File: config.mk
export PLATFORM = sky130hd
export DESIGN_NAME = fetch_master
export DESIGN_NICKNAME = d
export VERILOG_FILES = /design/src/rtl/fetch_pkg.sv /design/src/rtl/fetch_fifo.sv /design/src/rtl/fetch_issue.sv /design/src/rtl/fetch_master.sv
export SDC_FILE = /design/constraint.sdc
export NUM_CORES = 1
export LEC_CHECK = 0
export BUFFER_PORTS_ARGS = -buffer_cell sky130_fd_sc_hd__buf_2
export CORE_MARGIN = 2
export CORE_UTILIZATION = 30
export DETAILED_ROUTE_END_ITERATION = 10
export PLACE_DENSITY = 0.42
export REMOVE_ABC_BUFFERS = 1
export SKIP_LAST_GASP = 1
export SYNTH_ARGS = -nofsm -noshare
export SYNTH_HDL_FRONTEND = slang
export SYNTH_HIERARCHICAL = 1
export SYNTH_SLANG_ARGS = --single-unit
File: constraint.sdc
create_clock -name clk_i -period 10.8 [get_ports clk_i]
set_input_delay 0.54 -clock clk_i [delete_from_list [all_inputs] [get_ports clk_i]]
set_output_delay 0.54 -clock clk_i [all_outputs]
set_load 0.02 [all_outputs]
File: src/rtl/fetch_pkg.sv
package fetch_pkg;
  localparam int unsigned FETCH_AW = 32;
  localparam int unsigned FETCH_DW = 32;

  typedef struct packed {
    logic [FETCH_AW-1:0] addr;
    logic [FETCH_DW-1:0] word;
  } fetch_entry_t;
endpackage

File: src/rtl/fetch_fifo.sv
module fetch_fifo #(
  parameter int unsigned W     = 32,
  parameter int unsigned DEPTH = 4,
  parameter int unsigned CW    = $clog2(DEPTH + 1)
) (
  input  logic          clk_i,
  input  logic          rst_ni,
  input  logic          flush_i,
  input  logic          push_i,
  input  logic          pop_i,
  input  logic [W-1:0]  data_i,
  output logic [W-1:0]  data_o,
  output logic [CW-1:0] count_o
);
  localparam int unsigned PW = (DEPTH > 1) ? $clog2(DEPTH) : 1;

  logic [W-1:0]  mem_q [DEPTH];
  logic [PW-1:0] wr_q, rd_q;
  logic [CW-1:0] cnt_q;

  function automatic logic [PW-1:0] bump(input logic [PW-1:0] p);
    return (p == PW'(DEPTH - 1)) ? '0 : p + PW'(1);
  endfunction

  always_ff @(posedge clk_i) begin
    if (push_i && !flush_i) mem_q[wr_q] <= data_i;
  end

  always_ff @(posedge clk_i or negedge rst_ni) begin
    if (!rst_ni) begin
      wr_q  <= '0;
      rd_q  <= '0;
      cnt_q <= '0;
    end else if (flush_i) begin
      wr_q  <= '0;
      rd_q  <= '0;
      cnt_q <= '0;
    end else begin
      if (push_i) wr_q <= bump(wr_q);
      if (pop_i)  rd_q <= bump(rd_q);
      cnt_q <= cnt_q + CW'(push_i) - CW'(pop_i);
    end
  end

  assign data_o  = mem_q[rd_q];
  assign count_o = cnt_q;
endmodule

File: src/rtl/fetch_issue.sv
module fetch_issue import fetch_pkg::*; #(
  parameter int unsigned         MAX_OUTST   = 4,
  parameter int unsigned         QUEUE_DEPTH = 8,
  parameter logic [FETCH_AW-1:0] RESET_VEC   = 32'h0000_1000,
  parameter int unsigned         OW          = $clog2(MAX_OUTST + 1),
  parameter int unsigned         QW          = $clog2(QUEUE_DEPTH + 1)
) (
  input  logic                clk_i,
  input  logic                rst_ni,
  input  logic                redirect_i,
  input  logic [FETCH_AW-1:0] redirect_addr_i,
  input  logic                waitreq_i,
  input  logic                rvalid_i,
  input  logic [OW-1:0]       outst_i,
  input  logic [QW-1:0]       qcount_i,
  output logic [FETCH_AW-1:0] addr_o,
  output logic                read_o,
  output logic                accept_o,
  output logic                keep_o
);
  localparam int unsigned SW = $clog2(MAX_OUTST + QUEUE_DEPTH + 1) + 1;

  logic [FETCH_AW-1:0] addr_q, pend_q, tgt;
  logic                stale_q, stalled;
  logic [OW-1:0]       drop_q, drop_d;
  logic [SW-1:0]       live_w, fill_w;

  assign tgt      = {redirect_addr_i[FETCH_AW-1:2], 2'b00};
  assign live_w   = SW'(outst_i) - SW'(drop_q);
  assign fill_w   = live_w + SW'(qcount_i);
  // credit: in-flight for the live stream plus queued words must fit the queue
  assign read_o   = (outst_i < OW'(MAX_OUTST)) && (fill_w < SW'(QUEUE_DEPTH));
  assign accept_o = read_o && !waitreq_i;
  assign stalled  = read_o && waitreq_i;
  assign keep_o   = rvalid_i && (drop_q == '0) && !redirect_i;
  assign addr_o   = addr_q;

  always_comb begin
    drop_d = drop_q;
    if (redirect_i) begin
      // everything still in flight after this edge belongs to the old stream
      drop_d = outst_i + OW'(accept_o) - OW'(rvalid_i);
    end else begin
      if (accept_o && stale_q)          drop_d = drop_d + OW'(1);
      if (rvalid_i && drop_q != '0)     drop_d = drop_d - OW'(1);
    end
  end

  always_ff @(posedge clk_i or negedge rst_ni) begin
    if (!rst_ni) begin
      addr_q  <= {RESET_VEC[FETCH_AW-1:2], 2'b00};
      pend_q  <= '0;
      stale_q <= 1'b0;
      drop_q  <= '0;
    end else begin
      drop_q <= drop_d;
      if (redirect_i) begin
        if (stalled) begin
          stale_q <= 1'b1;
          pend_q  <= tgt;
        end else begin
          addr_q  <= tgt;
          stale_q <= 1'b0;
        end
      end else if (accept_o) begin
        if (stale_q) begin
          addr_q  <= pend_q;
          stale_q <= 1'b0;
        end else begin
          addr_q <= addr_q + FETCH_AW'(4);
        end
      end
    end
  end
endmodule

File: src/rtl/fetch_master.sv
module fetch_master import fetch_pkg::*; #(
  parameter int unsigned         MAX_OUTST   = 4,
  parameter int unsigned         QUEUE_DEPTH = 8,
  parameter logic [FETCH_AW-1:0] RESET_VEC   = 32'h0000_1000
) (
  input  logic                clk_i,
  input  logic                rst_ni,
  input  logic                redirect_i,
  input  logic [FETCH_AW-1:0] redirect_addr_i,
  output logic [FETCH_AW-1:0] bus_addr_o,
  output logic                bus_read_o,
  input  logic                bus_waitreq_i,
  input  logic [FETCH_DW-1:0] bus_rdata_i,
  input  logic                bus_rvalid_i,
  output logic                instr_valid_o,
  input  logic                instr_ready_i,
  output logic [FETCH_AW-1:0] instr_addr_o,
  output logic [FETCH_DW-1:0] instr_word_o
);
  localparam int unsigned OW = $clog2(MAX_OUTST + 1);
  localparam int unsigned QW = $clog2(QUEUE_DEPTH + 1);
  localparam int unsigned EW = $bits(fetch_entry_t);

  logic [OW-1:0]       outst;
  logic [QW-1:0]       qcount;
  logic                accept, keep, pop;
  logic [FETCH_AW-1:0] tag_addr;
  logic [EW-1:0]       q_in, q_out;
  fetch_entry_t        head;

  fetch_issue #(
    .MAX_OUTST(MAX_OUTST), .QUEUE_DEPTH(QUEUE_DEPTH), .RESET_VEC(RESET_VEC),
    .OW(OW), .QW(QW)
  ) u_issue (
    .clk_i, .rst_ni, .redirect_i, .redirect_addr_i,
    .waitreq_i(bus_waitreq_i), .rvalid_i(bus_rvalid_i),
    .outst_i(outst), .qcount_i(qcount),
    .addr_o(bus_addr_o), .read_o(bus_read_o),
    .accept_o(accept), .keep_o(keep)
  );

  // request-order tags: one entry per accepted read, retired by each response
  fetch_fifo #(.W(FETCH_AW), .DEPTH(MAX_OUTST), .CW(OW)) u_tags (
    .clk_i, .rst_ni, .flush_i(1'b0),
    .push_i(accept), .pop_i(bus_rvalid_i),
    .data_i(bus_addr_o), .data_o(tag_addr), .count_o(outst)
  );

  assign q_in = {tag_addr, bus_rdata_i};
  assign pop  = instr_valid_o && instr_ready_i;

  fetch_fifo #(.W(EW), .DEPTH(QUEUE_DEPTH), .CW(QW)) u_queue (
    .clk_i, .rst_ni, .flush_i(redirect_i),
    .push_i(keep), .pop_i(pop),
    .data_i(q_in), .data_o(q_out), .count_o(qcount)
  );

  assign head          = fetch_entry_t'(q_out);
  assign instr_valid_o = (qcount != '0);
  assign instr_addr_o  = head.addr;
  assign instr_word_o  = head.word;
endmodule

==> metrics <==
status finished clean; LEAKAGE 0.01116 uW; Design Power 7878 uW; number of fill cells 9194; Tcrit/Tclk final 41.52%; total wire length 70950 microns; HPWL after DPL 39470 microns; top cells by area, synth edfxtp_1 66%, mux4_2 12%, dfrtp_1 6.9%; Critical Path Sink Type primary output; worst slew pin tran 1.213 ns; RSZ-0062 raised after global routing no; layout cells sized above 1 34.48%; critical path depth 5; post-layout util 35.20%; min-delay worst type input pin to flop; data arrival time of the critical path 3.94 ns; DR pass1 iterations 6; count of final max-slew check failures 0; Yosys Warn Count 6; CP Buf/Inv Count 3; Mapped Area 0.02913 sq mm; Post-CTS Setup Bufs 0; max cap viols 0; gpl congestion 0.7269; worst-case reg-to-reg path depth 13; Remaining Overflow, GRT 0; Rel. slew slack 19.13%; Worst-path clk slew 0.06 ns; DR vias 14380; Final min period 4.484 ns; Worst Hold Path Cells 2; power density over the cells 232.1 mW/mm^2; register area share after synthesis 72.93%; critical path class flop to primary output; drt drc 0; FP Rows 114; CTS H-tree depth 3; vias in the first global route 15580; 1st-iter DRT viols 723; Post-synth top cells 640 x edfxtp_1, 160 x mux4_2, 86 x mux2_2, 80 x dfrtp_1, 38 x nand2_1; final setup violation count 0; critical path cell sequence buf_4, buf_4, mux4_2, mux2_2, buf_2; clock sink count 721; pin count of the biggest net entering global routing 95; met2 WL 34850 microns; setup_tns 0 ns; Clock Latency Late Sink 0.62 ns; register bit total from synthesis 721; DR WL/cell 23.75 microns; CP max-delay cell buf_4; initial antenna violation count 7; Synth async-reset ratio 11.23%; Post-Synthesis Cells 1437; Cell variety after synth 76; Via density 4.813; PortBufs 163; IO Count 168; clock skew 0.02121 ns; DIE WIDTH 315.6 microns; Fmax 0.2230 GHz; CP required 10.26 ns; Final ANT Viol Nets 0; Initial Util 30.22%; DR WL met3 3146 microns; GRT Overall Usage 14.38%; Core Area 0.09642 sq mm; first-pass GRT wire length 104600 microns; Crit path max-delay family buffers and inverters; cell accounting for the most synthesized area edfxtp_1; CTS tree done; syn avg cell area 20.27 sq um; crit-path max FO 61; Synth top area share 65.97%; clock buffer depth 3; VDD IR max 0.1343 mV; Largest stage delay, worst path 0.92 ns; Die Span Y 315.6 microns; CTS root buf clkbuf_16; TritonCTS Buffers 81; Synth Flop Type edfxtp_1; most frequent cell after synthesis edfxtp_1; area delta synth->final 16.50%; number of enable flip-flop cells after synthesis 640; area of the die 0.09962 sq mm; Crit path top cell by count buf_4; Fin. Hold Viols 0; Setup crit start kind flop; highest metal used met5; met1 wire length 31080 microns; Layout Nets 1747
-- worst register-to-register path, delay by kind of cell (launching register included) --
family	cells	cell delay, ns
AOI/OAI and AO/OA	3	0.60
DFF	1	0.40
xor gates and xnor gates	1	0.17
buffers and inverters	3	0.31
and+or+nand+nor	3	1.58
adders and majority gates	3	0.84
-- final timing paths --
kind / start / end / slack, ns
hold reg to reg: u_issue/pend_q[25]$_DFFE_PN0P_ / u_issue/pend_q[25]$_DFFE_PN0P_ / 0.48
setup reg to reg: u_tags/count_o[0]$_DFF_PN0_ / u_tags/mem_q[0][10]$_DFFE_PP_ / 6.50
max in group asynchronous: rst_ni / u_tags/rd_q[0]$_DFFE_PN0P_ / 9.18
setup / recovery: u_queue/rd_q[2]$_DFFE_PN0P_ / instr_word_o[6] / 6.32
hold / removal: redirect_addr_i[26] / u_issue/pend_q[26]$_DFFE_PN0P_ / 0.16
min in group asynchronous: rst_ni / u_issue/pend_q[13]$_DFFE_PN0P_ / 0.37
-- cell type report --
type	instances	area (sq um)	share of cell area [%]
diodes	1	2.502	0.007373
clock buffers	100	2098	6.182
clock inverters	48	429.2	1.264
inverters	29	108.9	0.3207
multi-input cells	624	7416	21.85
flip-flops and latches	721	21260	62.64
well taps	1276	1597	4.704
repair buffers	189	1028	3.030
-- layer usage --
layer	GRT usage (%)	up-vias
met5	0	-
met4	4.298	8
met3	2.893	119
met2	24.36	302
met1	18.67	7658
li1	-	6293
-- per-stage QoR --
step | std cells | cell area [sq um] | worst slack (ns) | hold WS, ns
2_1_floorplan | 1374 | 28710 | 2.550 | 0.2444
3_3_place_gp | 2838 | 31400 | 6.505 | 0.4617
3_5_place_dp | 2838 | 31400 | 6.436 | 0.4672
4_1_cts | 2987 | 33940 | 6.175 | 0.1213
5_1_grt | 2987 | 33940 | 6.083 | 0.1446
6_report | 2988 | 33940 | 6.316 | 0.1621
-- power breakdown --
group | internal, uW | total (uW) | switching (uW) | leakage (uW)
Clock | 1530 | 2620 | 1090 | 0.00123
Combinational | 694 | 1620 | 928 | 0.00318
Sequential | 3330 | 3640 | 306 | 0.00675
-- logic make-up after synthesis --
family | Yosys count | share of synthesized area, %
AOI/OAI and AO/OA | 107 | 2.482
buffers and inverters | 100 | 1.941
other | 2 | 0.02578
DFF | 721 | 72.93
muxes | 284 | 17.24
and+or+nand+nor | 168 | 3.135
xor gates and xnor gates | 24 | 0.8159
adders and majority gates | 31 | 1.434
-- cells in the final DEF, fill, tap and decap left out, types with 6 or more instances in the layout --
master	Yosys	final
clkinv_1	1	22
nand4_1	8	8
buf_4	5	25
o211ai_1	7	7
ha_1	27	27
a21oi_1	31	31
nor2_1	25	22
xnor2_1	16	16
mux2_2	86	86
mux2i_1	15	15
clkinv_2	0	14
conb_1	2	10
clkbuf_1	23	19
buf_2	10	162
bufinv_16	0	6
mux2_4	11	11
edfxtp_1	640	640
mux2_1	12	12
o21ai_0	18	18
nand2b_1	12	12
nand2_1	38	38
nor4_1	7	6
clkbuf_16	0	81
xor2_1	6	6
mux4_2	160	160
inv_1	27	27
dfrtp_1	80	75
nand3_1	28	28
a31oi_1	13	13
-- sequential cells by signal, indices dropped and copies added (netlist names) --
register	cells
u_tags/mem_q	128
u_issue/drop_q	3
u_tags/wr_q	2
u_tags/count_o	3
u_issue/addr_o	30
u_issue/pend_q	30
u_issue/stale_q	1
u_queue/rd_q	3
u_tags/rd_q	2
u_queue/wr_q	3
u_queue/count_o	4
u_queue/mem_q	512
-- what timing repair did --
item                      CTS  global route
hold buffers                1             0
gates resized for setup     0             0
hold endpoints to repair   22             0
Note: power is estimated with default switching activity, not from simulation.
